File: src/rtl/mux_carry_adder.sv
module mux_carry_adder #(
  parameter int WIDTH   = 8,
  parameter bit REG_OUT = 1'b1
) (
  input  logic             clk,
  input  logic             rst_n,
  input  logic [1:0]       mode,
  input  logic             cnt_en,
  input  logic [WIDTH-1:0] a,
  input  logic [WIDTH-1:0] b,
  input  logic             cin,
  output logic [WIDTH-1:0] sum,
  output logic             cout,
  output logic             a_lt_b
);

  localparam int SLICES = (WIDTH + 1) / 2;
  localparam int W1 = WIDTH + 1;
  localparam logic [1:0] M_ADD = 2'b00;
  localparam logic [1:0] M_SUB = 2'b01;
  localparam logic [1:0] M_CMP = 2'b10;
  localparam logic [1:0] M_CNT = 2'b11;

  logic [WIDTH-1:0] cnt_q, x, y, p, s, s_c;
  logic [WIDTH:0]   cy;
  logic             c_c, lt_c;

  assign x     = (mode == M_CNT) ? cnt_q : a;
  assign y     = (mode == M_CNT) ? '0 : (mode == M_ADD) ? b : ~b;
  assign cy[0] = (mode == M_ADD) ? cin : (mode == M_CNT) ? cnt_en : 1'b1;

  for (genvar sl = 0; sl < SLICES; sl++) begin : g_slice
    for (genvar k = 0; k < 2; k++) begin : g_bit
      if (2 * sl + k < WIDTH) begin : g_used
        localparam int I = 2 * sl + k;
        assign p[I]    = x[I] ^ y[I];
        assign cy[I+1] = p[I] ? cy[I] : y[I];
        assign s[I]    = p[I] ^ cy[I];
      end
    end
  end

  assign s_c  = (mode == M_CMP) ? '0 : (mode == M_CNT) ? cnt_q : s;
  assign c_c  = cy[WIDTH];
  assign lt_c = ((mode == M_SUB) || (mode == M_CMP)) && !cy[WIDTH];

  always_ff @(posedge clk) begin
    if (!rst_n)              cnt_q <= '0;
    else if (mode == M_CNT)  cnt_q <= s;
  end

  if (REG_OUT) begin : g_reg
    always_ff @(posedge clk) begin
      if (!rst_n) begin
        sum    <= '0;
        cout   <= 1'b0;
        a_lt_b <= 1'b0;
      end else begin
        sum    <= s_c;
        cout   <= c_c;
        a_lt_b <= lt_c;
      end
    end

    a_r8_reg_latency: assert property (@(posedge clk) disable iff (!rst_n)
      1'b1 |=> (sum == $past(s_c)) && (cout == $past(c_c)) && (a_lt_b == $past(lt_c)));
  end else begin : g_comb
    assign sum    = s_c;
    assign cout   = c_c;
    assign a_lt_b = lt_c;
  end

  a_r2_add: assert property (@(posedge clk) disable iff (!rst_n)
    (mode == M_ADD) |-> ({c_c, s_c} == W1'(a) + W1'(b) + W1'(cin)));

  a_r3_sub: assert property (@(posedge clk) disable iff (!rst_n)
    (mode == M_SUB) |-> ((s_c == WIDTH'(a - b)) && (c_c == (a >= b))));

  a_r4_cmp: assert property (@(posedge clk) disable iff (!rst_n)
    (mode == M_CMP) |-> ((lt_c == (a < b)) && (c_c == !lt_c) && (s_c == '0)));

  a_r5_no_lt: assert property (@(posedge clk) disable iff (!rst_n)
    ((mode == M_ADD) || (mode == M_CNT)) |-> !lt_c);

  a_r6_count_step: assert property (@(posedge clk) disable iff (!rst_n)
    (mode == M_CNT) |=> (cnt_q == WIDTH'($past(cnt_q) + WIDTH'($past(cnt_en)))));

  a_r7_count_hold: assert property (@(posedge clk) disable iff (!rst_n)
    (mode != M_CNT) |=> $stable(cnt_q));

endmodule

File: config.mk
export PLATFORM = sky130hd
export DESIGN_NAME = mux_carry_adder
export DESIGN_NICKNAME = d
export VERILOG_FILES = /design/src/rtl/mux_carry_adder.sv
export SDC_FILE = /design/constraint.sdc
export NUM_CORES = 1
export LEC_CHECK = 0
export ABC_AREA = 1
export BUFFER_PORTS_ARGS = -buffer_cell sky130_fd_sc_hd__buf_2
export CORE_MARGIN = 2
export CORE_UTILIZATION = 56
export DETAILED_ROUTE_END_ITERATION = 10
export GPL_TIMING_DRIVEN = 0
export HOLD_SLACK_MARGIN = 0.15
export PLACE_DENSITY = 0.95
export SLEW_MARGIN = 20
export SYNTH_ARGS = -nofsm -noshare
export SYNTH_HDL_FRONTEND = slang
export SYNTH_SLANG_ARGS = --single-unit
File: constraint.sdc
create_clock -name clk -period 4 [get_ports clk]
set_input_delay 0.4 -clock clk [delete_from_list [all_inputs] [get_ports clk]]
set_output_delay 0.4 -clock clk [all_outputs]
set_load 0.05 [all_outputs]
After elaboration in Yosys (flattened, before gate mapping)
Index checks and enable logic that the tools add are counted.

cells by class
  add/sub/neg operators = 0
  multiply operators = 0
  div/mod/pow operators = 0
  $lt $le $gt $ge = 0
  equal/unequal tests = 3
  shift operators = 0
  muxes and demuxes = 14
  bitwise gates (word level) = 18
  reduce and logical (&&, ||, !) cells = 5

operator list
  kind                  number
  $mux W8               4
  $xor A1 B1 Y1         16
  $mux W1               10
  $not A8 Y8            1
  $eq A2 B2 Y1 const B  2
  $eq A2 B1 Y1 const B  1
  $logic_not A2 Y1      1
  $reduce_or A2 Y1      1
  $logic_and A1 B1 Y1   1
  $logic_not A1 Y1      1
  $logic_or A1 B1 Y1    1
  $not A1 Y1            1

storage, ports and cells
  bits in registers = 18
  latch bits = 0
  bits in writable memories = 0
  bits in read-only memories = 0
  output and inout port bits = 10
  word-level logic and storage cells = 44
  memories = 0

Longest topological paths before layout
  depth after elaboration = 14
  mapped depth = 23

Worst setup path before layout
No wires, ideal clock.

  path kind = input port to flip-flop
  start point = input mode[0]
  end point = register sum[7]
  setup time = 0.126 ns
  data arrival time = 2.457 ns
  required time = 3.874 ns
  setup slack = 1.417 ns
  cell stages on the path = 23
  buffers on the path = 0
  cell sequence = inv_1 -> ha_1 -> inv_2 -> nand2_1 -> nand3_1 -> nand3_2 -> nand2_1 -> inv_1 -> nand2_2 -> nand2_2 -> nand2_2 -> nand2_2 -> nand2_2 -> nand2_2 -> nand2_2 -> nand2_2 -> nand2_2 -> nand2_2 -> nand2_2 -> nand2_2 -> fa_1 -> o21a_1 -> nor2_1

between the ends
  word-level cells in the longest chain between the ends = 13
  elaborated cells between the ends (all ways) = 26
  classes of those cells = 2 x eq/ne; 13 x mux; 9 x bitwise; 2 x reduce/logical

ends and longest elaborated chain
  element                RTL line  RTL
  from (decl)            7         input logic [1:0] mode,
  $logic_not A2 Y1       29, 30
  $mux W8 (2 in series)  29        assign y = (mode == M_CNT) ? '0 : (mode == M_ADD) ? b : ~b;
  $xor A1 B1 Y1          36        assign p[I] = x[I] ^ y[I];
  $mux W1 (7 in series)  37        assign cy[I+1] = p[I] ? cy[I] : y[I];
  $xor A1 B1 Y1          38        assign s[I] = p[I] ^ cy[I];
  $mux W8                43        assign s_c = (mode == M_CMP) ? '0 : (mode == M_CNT) ? cnt_q : s;
  to (signal assigned)   55        sum <= '0;
  to (signal assigned)   59        sum <= s_c;
  to (decl)              12        output logic [WIDTH-1:0] sum,

Several ways; a longest one is shown, not always the timed one.
A chain may end at the register's enable or synchronous reset.

Worst setup path in the final report
Same ends and word-level chain as after synthesis.

==> summary.txt <==
Outcome
  – Status: finished clean

Timing
  – Slew HR: between 70% and 80%
  – Setup Skew: ~0.0024 ns
  – Peak Freq: approximately 0.38 GHz
  – Setup violators final: 0
  – Tmin final: roughly 2.6 ns
  – Unrepaired setup endpoints after global routing: no
  – Setup TNS: 0 ns
  – Fin crit share: about 66%
  – Pins over their slew limit: 0
  – Final Hold Fails: 0
  – Slew of the pin with the lowest slew margin: between 0.4 and 0.5 ns

Logic synthesis
  – Post-synthesis mux area share: 0%
  – Cell Area, Synth: approximately 1200 um2
  – Async S/R FF share, synth: 0%
  – Synth Register Bits: 18
  – EDFF count, synth: 0
  – Synthesized net count: roughly 220
  – Avg Inst Size Synth: 6.595 um2
  – Top cell type's share of synthesized area: slightly below 30%
  – Gate count after technology mapping: ~190
  – Compound-Gate Fraction of Synth Area: a little over an eighth
  – Synth unique cells: 28
  – Sequential share of the synthesized area: ~29%
  – Synth Area in Adders: under 10%
  – Area leader, netlist: dfxtp_1
  – Largest family of logic cells by synthesized area: simple AND/OR/NAND/NOR gates
  – Top cells by area, synth: dfxtp_1 29%, nand2_1 13%, nand2_2 7.6%
  – Synthesized-area fraction occupied by and/or/nand/nor cells: around 34%
  – Synth Area in XOR/XNOR: about 5.7%
  – Main synth FF type: dfxtp_1
  – Synth Warn #: 0

GRT
  – Number of global-route vias before repair: around 1.1k
  – Pin count of the biggest net entering global routing: 11
  – First-pass GRT wire length: around 4500 um
  – Grt total ovfl: 0
  – Antenna violations before repair: 0
  – Total Routing Usage GR: between 20% and 30%

Floorplanning
  – Die height: approximately 51 um
  – Core area: about 2100 um2
  – Die Wd: roughly 51 um
  – Row cnt: 17
  – Initial Util: between 50 and 60%
  – # IOs: 32
  – DIE AREA: ~2600 um2

Cells and area
  – Layout fillers: approximately 200
  – ANT cells: 0
  – Share of post-route cells with drive strength above 1: 29.15%
  – Layout Utilization: roughly two thirds
  – Area growth syn-to-layout: 18.26%
  – Most common cell after layout, fill and taps aside: nand2_1
  – Most frequent cells in the layout: 42 x nand2_1, 33 x buf_2, 22 x inv_1
  – # nets final: roughly 250

Critical path
  – CP max FO: 6
  – CP startpoint kind: input port
  – R2r endpoint: sum[7]
  – CP Class: input port to register
  – Worst Path Arrival: roughly 2.9 ns
  – RR Startpoint: cnt_q[0]
  – Cell Chain, Critical Path: buf_2, inv_1, ha_1, inv_2, nand2_1, nand3_1, nand3_2, nand2_1, inv_1, nand2_2, nand2_2, nand2_2, nand2_2, nand2_2, nand2_2, nand2_2, nand2_2, nand2_2, nand2_2, nand2_2, nand2_2, fa_1, o21a_1, nor2_1
  – Stages on worst setup path: 24
  – Slowest cell on crit path: fa_1
  – FF-to-FF setup slack: 1.62 ns
  – Largest stage delay, worst path: about 0.46 ns
  – Reg2reg path depth: 20
  – Worst path top cell family by delay: simple AND/OR/NAND/NOR gates
  – WP buf/inv: 4
  – Critical Path Start: mode[0]
  – Worst setup EP type: register
  – Worst path most repeated cell: nand2_2
  – Worst path required time: roughly 4.2 ns

Min path
  – Worst Hold Depth: 3
  – Hold EP: cnt_q[7]
  – Worst Hold Class: input port to register
  – Hold Crit Start: rst_n

Clock network
  – Total CTS buffers: 3
  – Cts hold-fix bufs: 0
  – PostCTS Resize Cnt: 0
  – Clk sink count: 18
  – Max Root-Sink Buffers: 2
  – Post-CTS setup repair buffer count: 0
  – Clock root buffer: clkbuf_4
  – TritonCTS clock tree: built
  – Clk slew on worst S/H paths: around 0.1 ns
  – H-Tree Depth: 1
  – Clk Latency, worst-skew pair: 0.29 ns

Route
  – Vias: between 1k and 1.5k
  – Initial DRT Pass Iterations: 5
  – Antenna viol nets, final: 0
  – DRC: 0
  – WL/cell: just under 10 um
  – Vias/cell: 5.000
  – Initial DRC count: 26
  – WL final: roughly 2500 um

Placement
  – Dpl hpwl: 1820 um
  – Number of port buffers: 31
  – Gpl congestion: about 0.80

Job
  – Max cap viols: 0

Power
  – Pwr dens: 358.8 nW/um2
  – Max VDD drop: 0.3010 mV
  – Final Power: approximately 0.53 mW
  – Lkg Pwr: approximately 0.85 nW
[metal layers]
layer  vias to the layer above  global-route usage (%)  routed length (um)  share of wire (%)
met1                       550                   27.42                1072                 43
met3                        11                   2.047                 130                5.2
met5                         -                       0                   0                  0
met2                        42                   39.18                1184                 48
met4                         0                   11.26                  91                3.7
li1                        652                       -                   -                  -
[worst max path at each step]
stage	to	slack, ns
after floorplan	sum[7]	1.42
after global placement	sum[7]	1.12
after detailed placement	sum[7]	1.07
after CTS	sum[7]	1.35
after global routing	sum[7]	1.06
final	sum[7]	1.38
[cells in the mapped netlist (4+ instances only)]
library cell,number
a21oi_1,13
dfxtp_1,18
ha_1,4
inv_1,22
nand2_1,42
nand2_2,15
nand3_1,12
nor2_1,19
o21ai_0,10
o21ai_1,4
xor2_1,6
[state kept, by name, indices dropped and copies added, names as in the netlist]
signal and count:
cnt_q 8, sum 8, a_lt_b 1, cout 1
[where the power goes]
group          switching (mW)  internal, mW
registers             0.00552         0.197
clock network          0.0589        0.0555
logic                   0.140        0.0692
total                   0.204         0.322
[layout make-up]
class,instances,area (um2),area share (%)
inverter,26,100.1,6.826
clock buffer,4,36.28,2.474
buffer,7,47.55,3.242
multi-input combinational,137,732.0,49.91
sequential,18,360.3,24.57
tap,28,35.03,2.389
timing repair buffer,31,155.1,10.58
[kinds of logic (layout without fill, tap and decap cells)]
family,count (synthesis),count (layout)
DFF,18,18
xor gates and xnor gates,8,8
and+or+nand+nor,93,93
adders and majority gates,5,5
AOI/OAI and AO/OA,31,31
buffers and inverters,33,68
[worst reg2reg max path, cell delays in order, from the launching register on]
cell and delay, ns:
dfxtp_1 0.34, nand2_2 0.08, inv_2 0.04, nor2_4 0.13, nor2_2 0.05, o21ai_2 0.17
nand2_2 0.08, nand2_2 0.06, nand2_2 0.06, nand2_2 0.06, nand2_2 0.07, nand2_2 0.06
nand2_2 0.06, nand2_2 0.06, nand2_2 0.07, nand2_2 0.08, nand2_2 0.07, nand2_2 0.08
fa_1 0.43, o21a_1 0.18, nor2_1 0.08
[per-stage QoR]
step | cell area (um2) | hold slack [ns] | setup slack [ns] | cells
finish | 1466 | 0.3582 | 1.376 | 251
global route | 1466 | 0.3948 | 1.060 | 251
CTS | 1466 | 0.3560 | 1.355 | 251
detailed placement | 1430 | 0.4965 | 1.072 | 247
global placement | 1430 | 0.4887 | 1.123 | 247
floorplan | 1240 | 0.4727 | 1.417 | 188
No activity file was read; power rests on OpenSTA's default activity.
